[src/rtl/abf_pkg.sv]
package abf_pkg;

    typedef enum logic [1:0] {
        ST_PRIME    = 2'd0,
        ST_READY    = 2'd1,
        ST_TAKEN    = 2'd2,
        ST_REJECTED = 2'd3
    } abf_state_t;

endpackage

[src/rtl/abf_window.sv]
module abf_window #(
    parameter int DIV_W = 16
) (
    input  logic [DIV_W-1:0] meas,
    input  logic [DIV_W-1:0] dflt,
    input  logic [DIV_W-1:0] tol,
    output logic             in_win
);
    localparam int EXT_W = DIV_W + 1;

    logic [EXT_W-1:0] meas_x;
    logic [EXT_W-1:0] dflt_x;
    logic [EXT_W-1:0] tol_x;
    logic [EXT_W-1:0] upper;
    logic [EXT_W-1:0] meas_plus_tol;
    logic             above_low;
    logic             below_high;

    // One extra bit so neither bound wraps
    always_comb begin
        meas_x        = {1'b0, meas};
        dflt_x        = {1'b0, dflt};
        tol_x         = {1'b0, tol};
        upper         = dflt_x + tol_x;
        meas_plus_tol = meas_x + tol_x;
        above_low     = (meas_plus_tol >= dflt_x);
        below_high    = (meas_x <= upper);
        in_win        = above_low && below_high;
    end

endmodule

[src/rtl/abf_integrator.sv]
module abf_integrator #(
    parameter int DIV_W = 16,
    parameter int SHIFT = 4
) (
    input  logic             clk,
    input  logic             rst_n,
    input  logic             load,
    input  logic             update,
    input  logic [DIV_W-1:0] dflt,
    input  logic [DIV_W-1:0] meas,
    output logic [DIV_W-1:0] avg_o
);
    localparam int INT_W = DIV_W + SHIFT + 1;
    localparam logic [INT_W-1:0] INT_MAX =
        INT_W'(((64'd1 << DIV_W) - 64'd1) * ((64'd1 << SHIFT) - 64'd1));

    logic [INT_W-1:0] integ_q;
    logic [DIV_W-1:0] avg_q;
    logic [INT_W-1:0] dflt_w;
    logic [INT_W-1:0] seed;
    logic [INT_W-1:0] sum;
    logic [DIV_W-1:0] new_avg;
    logic [INT_W-1:0] new_avg_w;

    always_comb begin
        dflt_w    = INT_W'(dflt);
        seed      = (dflt_w << SHIFT) - dflt_w;
        sum       = integ_q + INT_W'(meas);
        new_avg   = sum[SHIFT +: DIV_W];
        new_avg_w = INT_W'(new_avg);
    end

    always_ff @(posedge clk or negedge rst_n) begin
        if (!rst_n) begin
            integ_q <= '0;
            avg_q   <= '0;
        end else if (load) begin
            integ_q <= seed;
            avg_q   <= dflt;
        end else if (update) begin
            integ_q <= sum - new_avg_w;
            avg_q   <= new_avg;
        end
    end

    assign avg_o = avg_q;

    AST_NO_OVERFLOW: assert property (@(posedge clk) disable iff (!rst_n)
        integ_q <= INT_MAX);

    AST_HOLD_INTEG: assert property (@(posedge clk) disable iff (!rst_n)
        (!load && !update) |=> $stable(integ_q));

endmodule

[src/rtl/abf_ctrl.sv]
module abf_ctrl
    import abf_pkg::*;
(
    input  logic clk,
    input  logic rst_n,
    input  logic strobe,
    input  logic in_win,
    output logic load,
    output logic accept,
    output logic reject,
    output logic oor
);
    abf_state_t state_q;
    abf_state_t state_d;

    always_ff @(posedge clk or negedge rst_n) begin
        if (!rst_n) state_q <= ST_PRIME;
        else        state_q <= state_d;
    end

    always_comb begin
        state_d = state_q;
        unique case (state_q)
            ST_PRIME: state_d = ST_READY;
            ST_READY, ST_TAKEN, ST_REJECTED: begin
                if (strobe) state_d = in_win ? ST_TAKEN : ST_REJECTED;
            end
            default: state_d = ST_PRIME;
        endcase
    end

    always_comb begin
        load   = 1'b0;
        accept = 1'b0;
        reject = 1'b0;
        oor    = 1'b0;
        unique case (state_q)
            ST_PRIME: load = 1'b1;
            ST_READY, ST_TAKEN: begin
                accept = strobe && in_win;
                reject = strobe && !in_win;
            end
            ST_REJECTED: begin
                accept = strobe && in_win;
                reject = strobe && !in_win;
                oor    = 1'b1;
            end
            default: load = 1'b1;
        endcase
    end

    AST_PRIME_ONCE: assert property (@(posedge clk) disable iff (!rst_n)
        (state_q == ST_PRIME) |=> (state_q == ST_READY));

endmodule

[src/rtl/autobaud_range_filter.sv]
module autobaud_range_filter #(
    parameter int DIV_W = 16,
    parameter int SHIFT = 4
) (
    input  logic             clk,
    input  logic             rst_n,
    input  logic [DIV_W-1:0] meas_div,
    input  logic             meas_done,
    input  logic [DIV_W-1:0] dflt_div,
    input  logic [DIV_W-1:0] tol_div,
    output logic [DIV_W-1:0] use_div,
    output logic [DIV_W-1:0] avg_div,
    output logic             out_of_range
);
    logic             in_win;
    logic             ld;
    logic             acc;
    logic             rej;
    logic [DIV_W-1:0] sel_q;

    abf_window #(.DIV_W(DIV_W)) u_window (
        .meas   (meas_div),
        .dflt   (dflt_div),
        .tol    (tol_div),
        .in_win (in_win)
    );

    abf_ctrl u_ctrl (
        .clk    (clk),
        .rst_n  (rst_n),
        .strobe (meas_done),
        .in_win (in_win),
        .load   (ld),
        .accept (acc),
        .reject (rej),
        .oor    (out_of_range)
    );

    abf_integrator #(.DIV_W(DIV_W), .SHIFT(SHIFT)) u_integ (
        .clk    (clk),
        .rst_n  (rst_n),
        .load   (ld),
        .update (acc),
        .dflt   (dflt_div),
        .meas   (meas_div),
        .avg_o  (avg_div)
    );

    always_ff @(posedge clk or negedge rst_n) begin
        if (!rst_n)   sel_q <= '0;
        else if (ld)  sel_q <= dflt_div;
        else if (acc) sel_q <= meas_div;
        else if (rej) sel_q <= avg_div;
    end

    assign use_div = sel_q;

    AST_PRIME_LOAD: assert property (@(posedge clk) disable iff (!rst_n)
        ld |=> (use_div == $past(dflt_div)) && (avg_div == $past(dflt_div)) && !out_of_range);

    AST_TAKE_MEAS: assert property (@(posedge clk) disable iff (!rst_n)
        acc |=> (use_div == $past(meas_div)) && !out_of_range);

    AST_REJECT_AVG: assert property (@(posedge clk) disable iff (!rst_n)
        rej |=> (use_div == $past(avg_div)) && $stable(avg_div) && out_of_range);

    AST_IDLE_HOLD: assert property (@(posedge clk) disable iff (!rst_n)
        (!ld && !meas_done) |=> $stable(use_div) && $stable(avg_div) && $stable(out_of_range));

endmodule

[config.mk]
export PLATFORM = sky130hd
export DESIGN_NAME = autobaud_range_filter
export DESIGN_NICKNAME = d
export VERILOG_FILES = /design/src/rtl/abf_pkg.sv /design/src/rtl/abf_window.sv /design/src/rtl/abf_integrator.sv /design/src/rtl/abf_ctrl.sv /design/src/rtl/autobaud_range_filter.sv
export SDC_FILE = /design/constraint.sdc
export NUM_CORES = 1
export LEC_CHECK = 0
export BUFFER_PORTS_ARGS = -buffer_cell sky130_fd_sc_hd__buf_4
export CELL_PAD_IN_SITES_DETAIL_PLACEMENT = 1
export CELL_PAD_IN_SITES_GLOBAL_PLACEMENT = 1
export CORE_ASPECT_RATIO = 1.1
export CORE_MARGIN = 1
export CORE_UTILIZATION = 30
export CTS_CLUSTER_SIZE = 8
export DETAILED_ROUTE_END_ITERATION = 8
export GPL_TIMING_DRIVEN = 0
export PLACE_DENSITY = 0.68
export SLEW_MARGIN = 10
export SYNTH_ARGS = -nofsm -noshare
export SYNTH_HDL_FRONTEND = slang
export SYNTH_SLANG_ARGS = --single-unit
[constraint.sdc]
create_clock -name clk -period 7.1 [get_ports clk]
set_input_delay 1.42 -clock clk [delete_from_list [all_inputs] [get_ports clk]]
set_output_delay 1.42 -clock clk [all_outputs]
set_load 0.1 [all_outputs]
# Word-level counts from Yosys, hierarchy flattened
# Cells that the tools add are included.
word_totals:
  ff_bits: 55
  input_bits: 51
  out_inout_bits: 33
  word_cells: 37
op_classes:
  n_addsub: 5
  order_cmp: 2
  eq_ne: 4
  muxes: 14
  reduce_logical: 8
op_table:
  columns: ["operator", "count"]
  rows:
  - ["16-bit 2-to-1 mux", 5]
  - ["21-bit 2-to-1 mux", 2]
  - ["16-bit by 16-bit adder with 17-bit output", 2]
  - ["21-bit by 16-bit adder with 21-bit output", 1]
  - ["20-bit by 16-bit subtractor with 21-bit output", 1]
  - ["21-bit by 16-bit subtractor with 21-bit output", 1]
  - ["17-bit by 16-bit greater-or-equal comparator with 1-bit output", 1]
  - ["16-bit by 17-bit <= comparator with 1-bit output", 1]
  - ["1-bit 2-to-1 mux", 5]
  - ["2-bit equality test (second input constant)", 2]
  - ["2-bit one-hot mux with 2 select lines", 1]
  - ["1-bit logical AND", 3]
  - ["3-bit nonzero test", 1]
  - ["3-bit OR reduction", 1]
  - ["2-bit by 1-bit equality test with 1-bit output (second input constant)", 1]
  - ["2-bit zero test", 1]
  - ["2-bit 2-to-1 mux", 1]
  - ["2-bit by 1-bit inequality test with 1-bit output (second input constant)", 1]
  - ["2-bit nonzero test", 1]
  - ["1-bit zero test", 1]

# Longest topological paths before layout
# Gate-level depths: netlist (run 1).
depth:
  ltp_word: 9
  depth_mapped: 23
  mapped_depth_nobuf: 21

# Modules after synthesis
# A second synthesis (run 1) with hierarchy kept.
unflattened:
  cells_unflattened: 949
  hier_area_um2: 7676.1
by_module_without_submodules:
  columns: ["module", "instances", "cells_each", "area_per_inst_um2", "seq_area_each_um2"]
  rows:
  - ["abf_integrator", 1, 538, 4355.4, 900.9]
  - ["abf_window", 1, 311, 2297.2, 0.0]
  - ["autobaud_range_filter", 1, 89, 920.9, 400.4]
  - ["abf_ctrl", 1, 11, 102.6, 50.0]

# Least setup slack after synthesis (run 1)
# No wires, ideal clock.
synth_path:
  kind: "input port to flip-flop"
  startpoint: "input port meas_div[1]"
  endpoint: "register u_integ.integ_q[16]"
  setup_time_ps: 90
  t_arrival_ps: 5165
  t_required_ps: 7010
  path_slack_ps: 1845
  cell_stages: 18
  path_buffers: 0
  cell_sequence: "ha_1 > a21o_1 > a21oi_1 > nor2b_1 > o21a_1 > o211a_1 > o21a_1 > o21a_1 > o41a_1 > xor2_1 > ha_1 > nand3_1 > or3_1 > nand2b_1 > a221o_1 > or3_1 > mux2_2 > o221ai_1"
synth_between:
  elab_chain_len: 6
  elab_cells_between_ends: 11
  classes_between: "add/sub: 3; order compare: 2; mux: 3; reduce/logical: 3"
synth_lines:
  columns: ["item", "line", "source"]
  rows:
  - ["start: declaration", "autobaud_range_filter.sv:7", "input logic [DIV_W-1:0] meas_div,"]
  - ["parallel branches: the longest is 6 deep, another holds 21-bit by 16-bit adder with 21-bit output", null, null]
  - ["end signal: assignment", "abf_integrator.sv:41", "integ_q <= sum - new_avg_w;"]
  - ["end: declaration", "abf_integrator.sv:17", "logic [INT_W-1:0] integ_q;"]
# Parallel ways; which one is timed is not known. The select of a mux whose other input is x is not followed.
# A chain may end at the register's enable or synchronous reset.

# Final worst setup path (run 1)
layout_path:
  startpoint: "input port dflt_div[0]"
  endpoint: "register sel_q[10], in the netlist use_div[10]"
layout_between:
  elab_chain_len: 7
  elab_cells_between_ends: 12
  classes_between: "add/sub: 1; order compare: 2; mux: 4; reduce/logical: 5"
layout_lines:
  columns: ["item", "line", "source"]
  rows:
  - ["start: declaration", "autobaud_range_filter.sv:9", "input logic [DIV_W-1:0] dflt_div,"]
  - ["16-bit by 16-bit adder with 17-bit output", "abf_window.sv:24", "upper = dflt_x + tol_x;"]
  - ["16-bit by 17-bit <= comparator with 1-bit output", "abf_window.sv:27", "below_high = (meas_x <= upper);"]
  - ["1-bit logical AND (*)", "abf_window.sv:28", "in_win = above_low && below_high;"]
  - ["1-bit logical AND / 1-bit zero test (equally long branches)", null, null]
  - ["1-bit 2-to-1 mux / 1-bit logical AND (equally long branches)", null, null]
  - ["16-bit 2-to-1 mux / 1-bit 2-to-1 mux (equally long branches)", null, null]
  - ["16-bit 2-to-1 mux / 3-bit nonzero test (equally long branches)", null, null]
  - ["end signal: assignment", "autobaud_range_filter.sv:51", "else if (ld) sel_q <= dflt_div;"]
  - ["end signal: assignment", "autobaud_range_filter.sv:52", "else if (acc) sel_q <= meas_div;"]
  - ["end signal: assignment", "autobaud_range_filter.sv:53", "else if (rej) sel_q <= avg_div;"]
  - ["end: declaration", "autobaud_range_filter.sv:19", "logic [DIV_W-1:0] sel_q;"]
# Mark *: on every way between the ends. The rest lies on a longest branch, timed or not.

==> results of run 1 <==
metal layers:
metal | vias to the layer above | wire length, um
met1 | 3217 | 10900
li1 | 3288 | -
met4 | 0 | 464
met2 | 99 | 11900
met3 | 26 | 554
met5 | - | 0
power groups by stage:
stage	Combinational [mW]	Sequential, mW	Clock [mW]
after CTS	3.65	0.572	0.291
after floorplan	2.27	1.08	0
final	3.63	0.572	0.290
after global placement	3.57	0.571	0
after detailed placement	3.64	0.574	0
after global routing	4.02	0.586	0.300
logic make-up after synthesis:
| group | Yosys count | synth area share (%) |
|---|---|---|
| DFF | 54 | 19.7 |
| and+or+nand+nor | 273 | 18.3 |
| AOI/OAI and AO/OA | 261 | 26.4 |
| adders and majority gates | 113 | 21.1 |
| xor gates and xnor gates | 70 | 9.06 |
| buffers and inverters | 76 | 4.50 |
| muxes | 6 | 0.914 |
worst paths after layout:
check                                    from                   to  cells past startpoint
min in group asynchronous               rst_n          use_div[10]                      1
setup reg to reg           u_integ.integ_q[0]  u_integ.integ_q[17]                     21
hold / removal              u_ctrl.state_q[1]    u_ctrl.state_q[1]                      1
hold reg to reg             u_ctrl.state_q[1]    u_ctrl.state_q[1]                      1
setup / recovery                  dflt_div[0]          use_div[10]                     23
max in group asynchronous               rst_n           use_div[0]                      1
state kept, by name, indices dropped and copies added (netlist names):
name	flops
u_integ.integ_q	20
u_integ.avg_o	16
use_div	16
u_ctrl.state_q	2
synth_stat cells, drive strengths merged, types with 16 or more instances:
library cell and count:
nor2 76, nor3 30, a21o 26, xnor2 48
inv 51, a21oi 59, nand3 17, o211ai 21
a221oi 17, a31oi 16, o21a 21, xor2 22
o21ai 50, dfrtp 54, ha 109, nand2 89
final cells by class:
| type | instances | area share, % |
|---|---|---|
| Inverter | 51 | 2.39 |
| Buffer | 25 | 1.46 |
| Multi-Input combinational cell | 723 | 64.9 |
| Sequential cell | 54 | 16.9 |
| Clock buffer | 5 | 1.56 |
| Clock inverter | 3 | 0.501 |
| Timing Repair Buffer | 82 | 7.70 |
| Tap cell | 295 | 4.62 |
through the flow:
stage	area [sq um]	hold WS [ns]	util, %
5_1_grt	8000	0.522	35.9
2_1_floorplan	6850	0.456	-
3_3_place_gp	7830	0.476	35.2
3_5_place_dp	7830	0.482	35.2
6_report	8000	0.498	35.9
4_1_cts	8000	0.499	35.9
cell usage in the layout (no fill, tap or decap), types with 30 or more instances in the layout:
master / n
a21oi_1: 59
buf_4: 86
dfrtp_1: 54
ha_1: 109
inv_1: 51
nand2_1: 89
nor2_1: 76
nor3_1: 30
o21ai_0: 41
xnor2_1: 48
worst max-delay path: cells and delay by family:
kind | cells | cell delay [ns]
AND/OR/NAND/NOR | 5 | 0.56
buffers and inverters | 2 | 0.39
adder cells (fa/ha/maj) | 3 | 0.93
XOR/XNOR | 1 | 0.09
AO/OA/AOI/OAI | 12 | 2.58
==> metrics.md, run 1 <==
| Metric | Value |
|---|---|
| Status | finished clean |
| Share of layout cells above drive strength 1 | between 10% and 20% |
| Global route overflow | 0 |
| CTS clock-pin slew for the worst setup and hold paths | 0.07 ns |
| Max_cap viols | 0 |
| Largest net degree at the start of global routing | 55 |
| Tcrit/Tclk final | around 82% |
| Clock share of power | between 6 and 7% |
| Inst Count DP | between 1000 and 1500 |
| Area Overhead vs Synth | 16.8% |
| Sequential share of the synthesized area | between 15 and 20% |
| Vias per cell | ~5.4 |
| Top-area cell type share of the netlist area | around a fifth |
| Post-CTS setup buffers | 0 |
| Sw Ratio | between 50 and 60% |
| Final setup margin | between 1 and 1.5 ns |
| DP HPWL | 20100 um |
| Worst skew pair latency | approximately 0.30 ns |
| Skew final | ~0.006 ns |
| Sw power | around 2.5 mW |
| Number of synthesized flops with an enable pin | 0 |
| Post-route minimum period | about 5.8 ns |
| Syn_area_per_cell | ~8.0 sq um |
| First-pass GRT wire length | around 38000 um |
| Synth top area cells | ha_1, dfrtp_1, xnor2_1 |
| Ys Warns | 0 |
| Starting Density | between 30% and 40% |
| Post-synth net total | 1017 |
| Flop pwr share | 12.7% |
| Total power | around 4.5 mW |
| DRT Pass-1 Iters | 4 |
| TNS Setup | 0 ns |
| Overall routing resource usage | about a fifth |
| Crit-path max FO | 10 |
| Fin nets | 1106 |
| CTS Buf Count | 5 |
| Vias in the first global route | between 6000 and 7000 |
| Relative slew slack | 48.1% |
| Hold Crit Class | register to register |
| Sink Count | 54 |
| Sequential cell area | approximately 1400 sq um |
| Die area | ~23000 sq um |
| # diodes | 0 |
| Unrepaired setup endpoints after global routing | no |
| CP Capture Type | register |
| Met1 global-route usage | 26.1% |
| Req. time, crit path | ~7.3 ns |
| Die X | approximately 150 um |
| Netlist Area Pre-Place | slightly below 7000 sq um |
| Worst-path cell chain | buf_4 > ha_1 > fa_1 > a21oi_1 > o21ai_1 > a31oi_1 > o31ai_2 > o21a_1 > o21ai_0 > nand2b_1 > a21oi_1 > xor2_1 > ha_1 > nand4_1 > nor2_1 > a31oi_1 > o21ai_0 > a31oi_1 > a221oi_2 > nor2_1 > buf_2 > a221oi_1 > nor2_1 |
| DR vias | around 6600 |
| Root Driver | clkbuf_16 |
| Setup WS pre-CTS | 0.932 ns |
| Core area | 22300 sq um |
| Peak supply drop | ~0.26 mV |
| Crit path max-delay cell type | a221oi_2 |
| Synth unique cells | between 60 and 70 |
| Drt wl/cell | 19.3 um |
| Multi-input gate area | around 5200 sq um |
| Post-Route WL | ~24000 um |
| Synth area leader | ha_1 |
| TritonCTS clock tree | done |
| # DRC | 0 |
| Htree depth | 2 |
| Final Non-Filler Cells | between 1000 and 1500 |
| Leakage | 3.70 nW |
| Largest buffer count on any clock path | 2 |
| Die H | 160 um |
| Post-cts repair resize count | 0 |
| Ys async rst share | between 90% and 100% |
| Post-Syn Instances | between 800 and 900 |
| Crit path DAT | around 6 ns |
| Final setup fails | 0 |
| Worst Tran Pin Value | around 0.78 ns |
| Slew Viols, Final | 0 |
| Most crowded layer after global routing | met2 |
| Power density cells | 562 nW/um^2 |
| Antenna violations before repair | 0 |
| Synth Register Bits | 54 |
| F_max | ~170 MHz |
| Fill cells | approximately 2700 |
| FP Rows | 57 |
| GRT met3 Usage | less than 1% |
| Max incr delay on CP | 0.42 ns |
| Critical path class | input port to register |
| Antenna Nets Post-Route | 0 |
| Internal | between 1.5 and 2 mW |
| Drt initial violations | roughly 250 |
| Post-CTS Hold Buffers | 0 |
| Top FF cell, synth | dfrtp_1 |
| RD Place Congestion | 0.875 |
| Combinational fraction of design power | about four fifths |
| PortBufs | 82 |
| Worst setup SP type | input port |
| Met2 usage | ~38% |
| Hold Vio Cnt, Final | 0 |
| I/O pins | 84 |
| Reg2Reg Setup Slack | approximately 2.3 ns |
(Power assumes the default switching activity.)
==> inputs of run 2 (changes only) <==
--- a/config.mk
+++ b/config.mk
@@ -5,6 +5,7 @@
 export SDC_FILE = /design/constraint.sdc
 export NUM_CORES = 1
 export LEC_CHECK = 0
+export ABC_AREA = 1
 export BUFFER_PORTS_ARGS = -buffer_cell sky130_fd_sc_hd__buf_4
 export CELL_PAD_IN_SITES_DETAIL_PLACEMENT = 1
 export CELL_PAD_IN_SITES_GLOBAL_PLACEMENT = 1
@@ -14,7 +15,7 @@
 export CTS_CLUSTER_SIZE = 8
 export DETAILED_ROUTE_END_ITERATION = 8
 export GPL_TIMING_DRIVEN = 0
-export PLACE_DENSITY = 0.68
+export PLACE_DENSITY = 0.72
 export SLEW_MARGIN = 10
 export SYNTH_ARGS = -nofsm -noshare
 export SYNTH_HDL_FRONTEND = slang
==> constraint.sdc (replaced) <==
create_clock -name clk -period 5.25 [get_ports clk]
set_input_delay 1.05 -clock clk [delete_from_list [all_inputs] [get_ports clk]]
set_output_delay 1.05 -clock clk [all_outputs]
set_load 0.1 [all_outputs]
==> metrics.md, run 2 <==
| Metric | Value |
|---|---|
| Global route overflow | 0 (unchanged) |
| Post-Syn Instances | 1115 (+31%) |
| Worst skew pair latency | 0.30 ns (about the same) |
| Synth Area in Compound Gates | 18.4% (-8.0 points) |
| Max_cap viols | 0 (unchanged) |
| Post-synth net total | 1279 (+26%) |
| # DRC | 0 (unchanged) |
| Slew Viols, Final | 0 (unchanged) |
| DP HPWL | 24400 um (+21%) |
| Starting Density | 30.8% (+0.043 points) |
| Number of synthesized flops with an enable pin | 0 (unchanged) |
| Overall routing resource usage | 23.2% (+2.6 points) |
| Crit path max-delay cell type | a21oi_1 |
| TritonCTS clock tree | done |
| Root Driver | clkbuf_16 |
| Post-Route WL | 28300 um (+19%) |
| DRT Pass-1 Iters | 6 (+2) |
| Sequential share of the synthesized area | 18.3% (-1.4 points) |
| Largest family of logic cells by synthesized area | simple AND/OR/NAND/NOR gates |
| Die X | 151 um (+3.7%) |
| Syn_area_per_cell | 6.61 sq um (-18%) |
| Top FF cell, synth | dfrtp_1 |
| Critical path class | input port to register |
| Area Overhead vs Synth | 15.9% |
| Fin area | 8540 sq um (+6.8%) |
| Crit path DAT | 5.06 ns (-0.93 ns) |
| First-pass GRT wire length | 44500 um (+17%) |
| Placed cell area | 8370 sq um (+6.9%) |
| Relative slew slack | 49.6% (+1.6 points) |
| Skew final | 0.00655 ns (+0.000375 ns) |
| Post-Synth Simple-Gate Area | 29.4% (+11 points) |
| # diodes | 0 (unchanged) |
| Ys Warns | 0 (unchanged) |
| RD Place Congestion | 0.865 (-1.1%) |
| DR vias | 7851 (+18%) |
| FP Rows | 59 (+3.5%) |
| Share of layout cells above drive strength 1 | 10.7% (-2.0 points) |
| Req. time, crit path | 5.49 ns (-1.79 ns) |
| Drt wl/cell | 18.7 um (-2.7%) |
| Most frequent CP cell | nand2_1 |
| Die H | 166 um (+3.7%) |
| Vias in the first global route | 8360 (+20%) |
| Hold depth | 2 (+1) |
| Sink Count | 54 (unchanged) |
| Synth top area cells | ha_1, dfrtp_1, nand2_1 |
| Synth area leader | ha_1 |
| Synth Register Bits | 54 (unchanged) |
| Vias per cell | 5.20 (-2.9%) |
| Fin util | 35.7% (-0.24 points) |
| Post-CTS setup buffers | 0 (unchanged) |
| Status | finished clean |
| Ys async rst share | 100% (unchanged) |
| Post-route minimum period | 4.82 ns |
| Most numerous cell in the Yosys netlist | nand2_1 |
| Worst r2r path cells | 18 (-14%) |
| Largest net degree at the start of global routing | 55 (unchanged) |
| Post-synth top cells | nand2_1, inv_1, ha_1 |
| CTS Buf Count | 5 (unchanged) |
| Hold Vio Cnt, Final | 0 (unchanged) |
| CTS clock-pin slew for the worst setup and hold paths | 0.07 ns (about the same) |
| XOR/XNOR share of the synthesized area | 6.06% (-3.0 points) |
| Antenna Nets Post-Route | 0 (unchanged) |
| Worst setup SP type | input port |
| Most common cell after layout, fill and taps aside | nand2_1 |
| Post-CTS Hold Buffers | 0 (unchanged) |
| Max FFs per register | 20 (unchanged) |
| Hold Crit Class | register to register |
| Core area | 23900 sq um (+7.5%) |
| Antenna violations before repair | 0 (unchanged) |
| F_max | 207 MHz |
| Post-synthesis mux area share | 0% (-0.91 points) |
| CP Capture Type | register |
| Top delay family on crit path | simple AND/OR/NAND/NOR gates |
| I/O pins | 84 (unchanged) |
| Worst-path cell chain | buf_4 > ha_1 > a21oi_1 > nand2_1 > a21oi_1 > o21ai_0 > a31oi_1 > o21ai_0 > xor2_1 > inv_1 > ha_1 > nand2_1 > nor4_1 > nand3_1 > nand2_1 > a21oi_1 > nand2_2 > nand3_4 > nand2_8 > buf_6 > nand2_1 > nand2_1 > nand2_1 > nand2_1 |
| Adder-cell share of the synthesized area | 19.6% (-1.5 points) |
| Tcrit/Tclk final | about nine tenths |
| Netlist Area Pre-Place | 7370 sq um (+7.6%) |
| Reg2Reg Setup Slack | 1.07 ns (-1.24 ns) |
| Largest buffer count on any clock path | 2 (unchanged) |
| Top-area cell type share of the netlist area | 18.5% (-1.4 points) |
| Post-cts repair resize count | 0 (unchanged) |
| Register with the most flip-flops | u_integ.integ_q |
| Crit-path max FO | 10 (unchanged) |
| Worst Tran Pin Value | 0.755 ns (-0.0206 ns) |
| Synth unique cells | 48 (-28%) |
| Most frequent cells in the layout | nand2_1, inv_1, ha_1 |
| Final setup fails | 0 (unchanged) |
| TNS Setup | 0 ns (unchanged) |
| WP buf/inv | 3 (+1) |
| Die area | 25200 sq um (+7.5%) |
| Crit path depth | 24 (+4.3%) |
| Htree depth | 2 (unchanged) |
| Fin nets | 1369 (+24%) |
| Drt initial violations | 358 (+41%) |
| Max incr delay on CP | 0.40 ns (-0.02 ns) |
| Unrepaired setup endpoints after global routing | no |
| PortBufs | 83 (+1.2%) |
-- run 2: cell count changes in the layout (fill, tap and decap cells not counted), moves of 15 or more --
cell      before  now
xnor2_1       48   19
nand2_1       89  344
nand3_1       17   60
a21oi_1       59   94
o211ai_1      21    6
a21o_1        26    9
o21ai_0       41   67
inv_1         51  123
nor3_1        30    7
-- run 2: worst paths after layout --
check	startpoint	end
max	meas_div[2]	use_div[2]
min	u_integ.integ_q[4]	u_integ.integ_q[4]
max reg2reg	u_integ.integ_q[5]	u_integ.integ_q[16]
min reg2reg	u_integ.integ_q[4]	u_integ.integ_q[4]
max in group asynchronous	rst_n	u_integ.integ_q[8]
min in group asynchronous	rst_n	use_div[15]
-- run 2: metrics by stage --
stage / setup slack [ns] / cells / hold slack [ns]
2_1_floorplan: 1.19 / 1115 / 0.446
3_3_place_gp: 0.151 / 1503 / 0.457
3_5_place_dp: 0.140 / 1503 / 0.470
4_1_cts: 0.447 / 1510 / 0.489
5_1_grt: 0.0368 / 1510 / 0.508
6_report: 0.428 / 1510 / 0.483
-- run 2: final cells by class --
type	count	area, sq um
Buffer	19	133
Clock buffer	5	125
Clock inverter	2	38.8
Fill cell	3146	15400
Inverter	127	477
Multi-Input combinational cell	915	5410
Sequential cell	54	1350
Tap cell	305	382
Timing Repair Buffer	83	623
-- run 2: worst min-delay path, delay by kind of cell (launching register included) --
kind | cells | cell delay [ns]
DFF | 1 | 0.35
and+or+nand+nor | 2 | 0.11
-- run 2: per-layer routing --
layer	vias up	track usage, %	part of all wire (%)	wire length, um
li1	3895	-	-	-
met1	3750	28.2	43	12000
met2	166	41.4	50	14300
met3	40	2.01	3.1	873
met4	0	9.30	3.9	1110
met5	-	0	0	0
-- run 2: kinds of logic after synthesis --
logic type,Yosys count
AND/OR/NAND/NOR,523
AO/OA/AOI/OAI,228
buffers and inverters,146
adder cells (fa/ha/maj),113
flip-flops,54
XOR/XNOR,51
Power of run 2 is not shown: default switching activity piles up to over one toggle a cycle in this logic, so the estimate is an artifact.
==> inputs of run 3 (changes only) <==
--- a/config.mk
+++ b/config.mk
@@ -5,17 +5,15 @@
 export SDC_FILE = /design/constraint.sdc
 export NUM_CORES = 1
 export LEC_CHECK = 0
-export ABC_AREA = 1
 export BUFFER_PORTS_ARGS = -buffer_cell sky130_fd_sc_hd__buf_4
 export CELL_PAD_IN_SITES_DETAIL_PLACEMENT = 1
 export CELL_PAD_IN_SITES_GLOBAL_PLACEMENT = 1
-export CORE_ASPECT_RATIO = 1.1
 export CORE_MARGIN = 1
 export CORE_UTILIZATION = 30
 export CTS_CLUSTER_SIZE = 8
 export DETAILED_ROUTE_END_ITERATION = 8
 export GPL_TIMING_DRIVEN = 0
-export PLACE_DENSITY = 0.72
+export PLACE_DENSITY = 0.7
 export SLEW_MARGIN = 10
 export SYNTH_ARGS = -nofsm -noshare
 export SYNTH_HDL_FRONTEND = slang
==> metrics.md, run 3 (same netlist as run 1, synthesis figures left out) <==
| Metric | Value |
|---|---|
| CTS Buf Count | 5 (unchanged) |
| Root Driver | clkbuf_16 |
| Largest net degree at the start of global routing | 55 (unchanged) |
| Post-CTS Hold Buffers | 0 (unchanged) |
| Core area | 22100 sq um (-7.6%) |
| Status | finished clean |
| Post-Route WL | 24800 um (-12%) |
| Antenna violations before repair | 0 (unchanged) |
| Share of layout cells above drive strength 1 | 17.6% (+6.9 points) |
| Overall routing resource usage | 20.9% (-2.3 points) |
| Register with the most flip-flops | u_integ.integ_q |
| Relative slew slack | 46.6% (-3.1 points) |
| Drt initial violations | 267 (-25%) |
| First-pass GRT wire length | 38200 um (-14%) |
| Die area | 23400 sq um (-7.0%) |
| TritonCTS clock tree | done |
| Hold Vio Cnt, Final | 0 (unchanged) |
| Hold Crit Class | register to register |
| Most frequent cells in the layout | ha_1, buf_4, nand2_1 |
| Most common cell after layout, fill and taps aside | ha_1 |
| # diodes | 0 (unchanged) |
| Antenna Nets Post-Route | 0 (unchanged) |
| CTS clock-pin slew for the worst setup and hold paths | 0.08 ns (about the same) |
| Worst setup SP type | input port |
| Crit-path max FO | 10 (unchanged) |
| Vias per cell | 5.53 (+6.4%) |
| Fin nets | 1119 (-18%) |
| DRT Pass-1 Iters | 4 (-2) |
| DP HPWL | 20200 um (-17%) |
| PortBufs | 82 (-1.2%) |
| Htree depth | 2 (unchanged) |
| FP Rows | 54 (-8.5%) |
| Total power | around 6.2 mW |
| I/O pins | 84 (unchanged) |
| Die X | 153 um (+1.1%) |
| Drt wl/cell | 20.1 um (+7.2%) |
| Power density cells | 749 nW/um^2 |
| Vias in the first global route | 7050 (-16%) |
| Post-route minimum period | 5.11 ns (+0.292 ns) |
| Peak supply drop | roughly 0.39 mV |
| # DRC | 0 (unchanged) |
| Worst skew pair latency | 0.30 ns (about the same) |
| Leakage | 3.80 nW |
| WHS | 0.520 ns (+0.0369 ns) |
| Area Overhead vs Synth | 21.4% |
| DR vias | 6836 (-13%) |
| Tcrit/Tclk final | 97.4% (+5.6 points) |
| Max_cap viols | 0 (unchanged) |
| CP Capture Type | register |
| Critical path class | input port to register |
| Crit path DAT | 5.33 ns (+0.27 ns) |
| Worst Tran Pin Value | 0.798 ns (+0.0429 ns) |
| Skew final | 0.00547 ns (-0.00108 ns) |
| Max FFs per register | 20 (unchanged) |
| Final setup fails | 0 (unchanged) |
| F_max | 196 MHz (-5.7%) |
| Die H | 153 um (-8.0%) |
| Global route overflow | 0 (unchanged) |
| RD Place Congestion | 0.839 (-3.1%) |
| Req. time, crit path | 5.47 ns (-0.02 ns) |
| Largest buffer count on any clock path | 2 (unchanged) |
| Starting Density | 31.0% (+0.18 points) |
| Slew Viols, Final | 0 (unchanged) |
| Sink Count | 54 (unchanged) |
-- run 3: changes by cell type in the layout (fill, tap and decap cells not counted), sizes merged, moves of 10 or more --
cell,delta
nand2,-257
nor2b,+11
a21oi,-35
o21a,+14
inv,-75
a21o,+17
xnor2,+29
nand2b,+10
nor3,+23
xor2,-10
a221oi,+16
nand3,-46
o21ai,-21
-- run 3: path summary, 6_finish.rpt --
path / depth (start not counted) / startpoint / end / slack [ns]
worst max-delay path: 20 / meas_div[1] / u_integ.integ_q[7] / 0.14
max in group asynchronous: 1 / rst_n / use_div[13] / 3.92
worst min register to register: 1 / u_ctrl.state_q[1] / u_ctrl.state_q[1] / 0.52
min in group asynchronous: 1 / rst_n / u_integ.integ_q[3] / 0.80
worst max register to register: 21 / u_integ.integ_q[0] / u_integ.integ_q[18] / 0.77
worst min-delay path: 1 / u_ctrl.state_q[1] / u_ctrl.state_q[1] / 0.52
-- run 3: final cells by class --
class	count	area, sq um
buffer	24	133
clock buffer	5	125
clock inverter	3	21.3
fill	2669	13800
inverter	51	191
multi-input combinational	723	5400
sequential	54	1350
tap	280	350
timing repair buffer	96	737
-- run 3: timing repair --
action	4_1_cts	5_1_grt
cloned	0	1
setup buffers	3	10
resized for setup	13	42
setup endpoints to repair	41	51
pin swaps	2	23
-- run 3: power by group --
part	internal (mW)	leakage [nW]	switching, mW
clock	0.178	0.0698	0.170
combinational	1.91	3.10	3.20
sequential	0.611	0.639	0.166
-- run 3: worst max-delay path, stage by stage --
cell	delay [ns]
buf_4	0.15
ha_4	0.23
a21o_1	0.16
a21oi_2	0.16
nor2b_1	0.07
o21a_2	0.25
o211a_1	0.24
o21a_1	0.19
o21a_1	0.23
o41a_1	0.39
xor2_1	0.15
ha_1	0.32
nand3_2	0.08
or3_1	0.34
nand2b_4	0.16
a221oi_4	0.41
buf_6	0.20
buf_4	0.22
nand2_1	0.11
a31oi_1	0.20
-- run 3: per-stage QoR --
stage	utilization [%]	cells	setup slack (ns)	setup TNS, ns	area, sq um
3_3_place_gp	35.4	1215	-0.460	-17.86	7810
3_5_place_dp	35.4	1215	-0.501	-19.42	7810
2_1_floorplan	-	853	0.365	0	6850
4_1_cts	36.4	1226	0.00956	0	8050
6_report	37.6	1236	0.136	0	8310
5_1_grt	37.6	1236	-0.00459	-0.00858	8310
-- run 3: layer usage --
| metal | share of wire [%] | global-route usage, % | routed length, um |
|---|---|---|---|
| met1 | 45 | 27.0 | 11200 |
| met2 | 49 | 37.2 | 12200 |
| met3 | 2.9 | 1.45 | 724 |
| met4 | 2.6 | 6.01 | 633 |
| met5 | 0 | 0 | 0 |
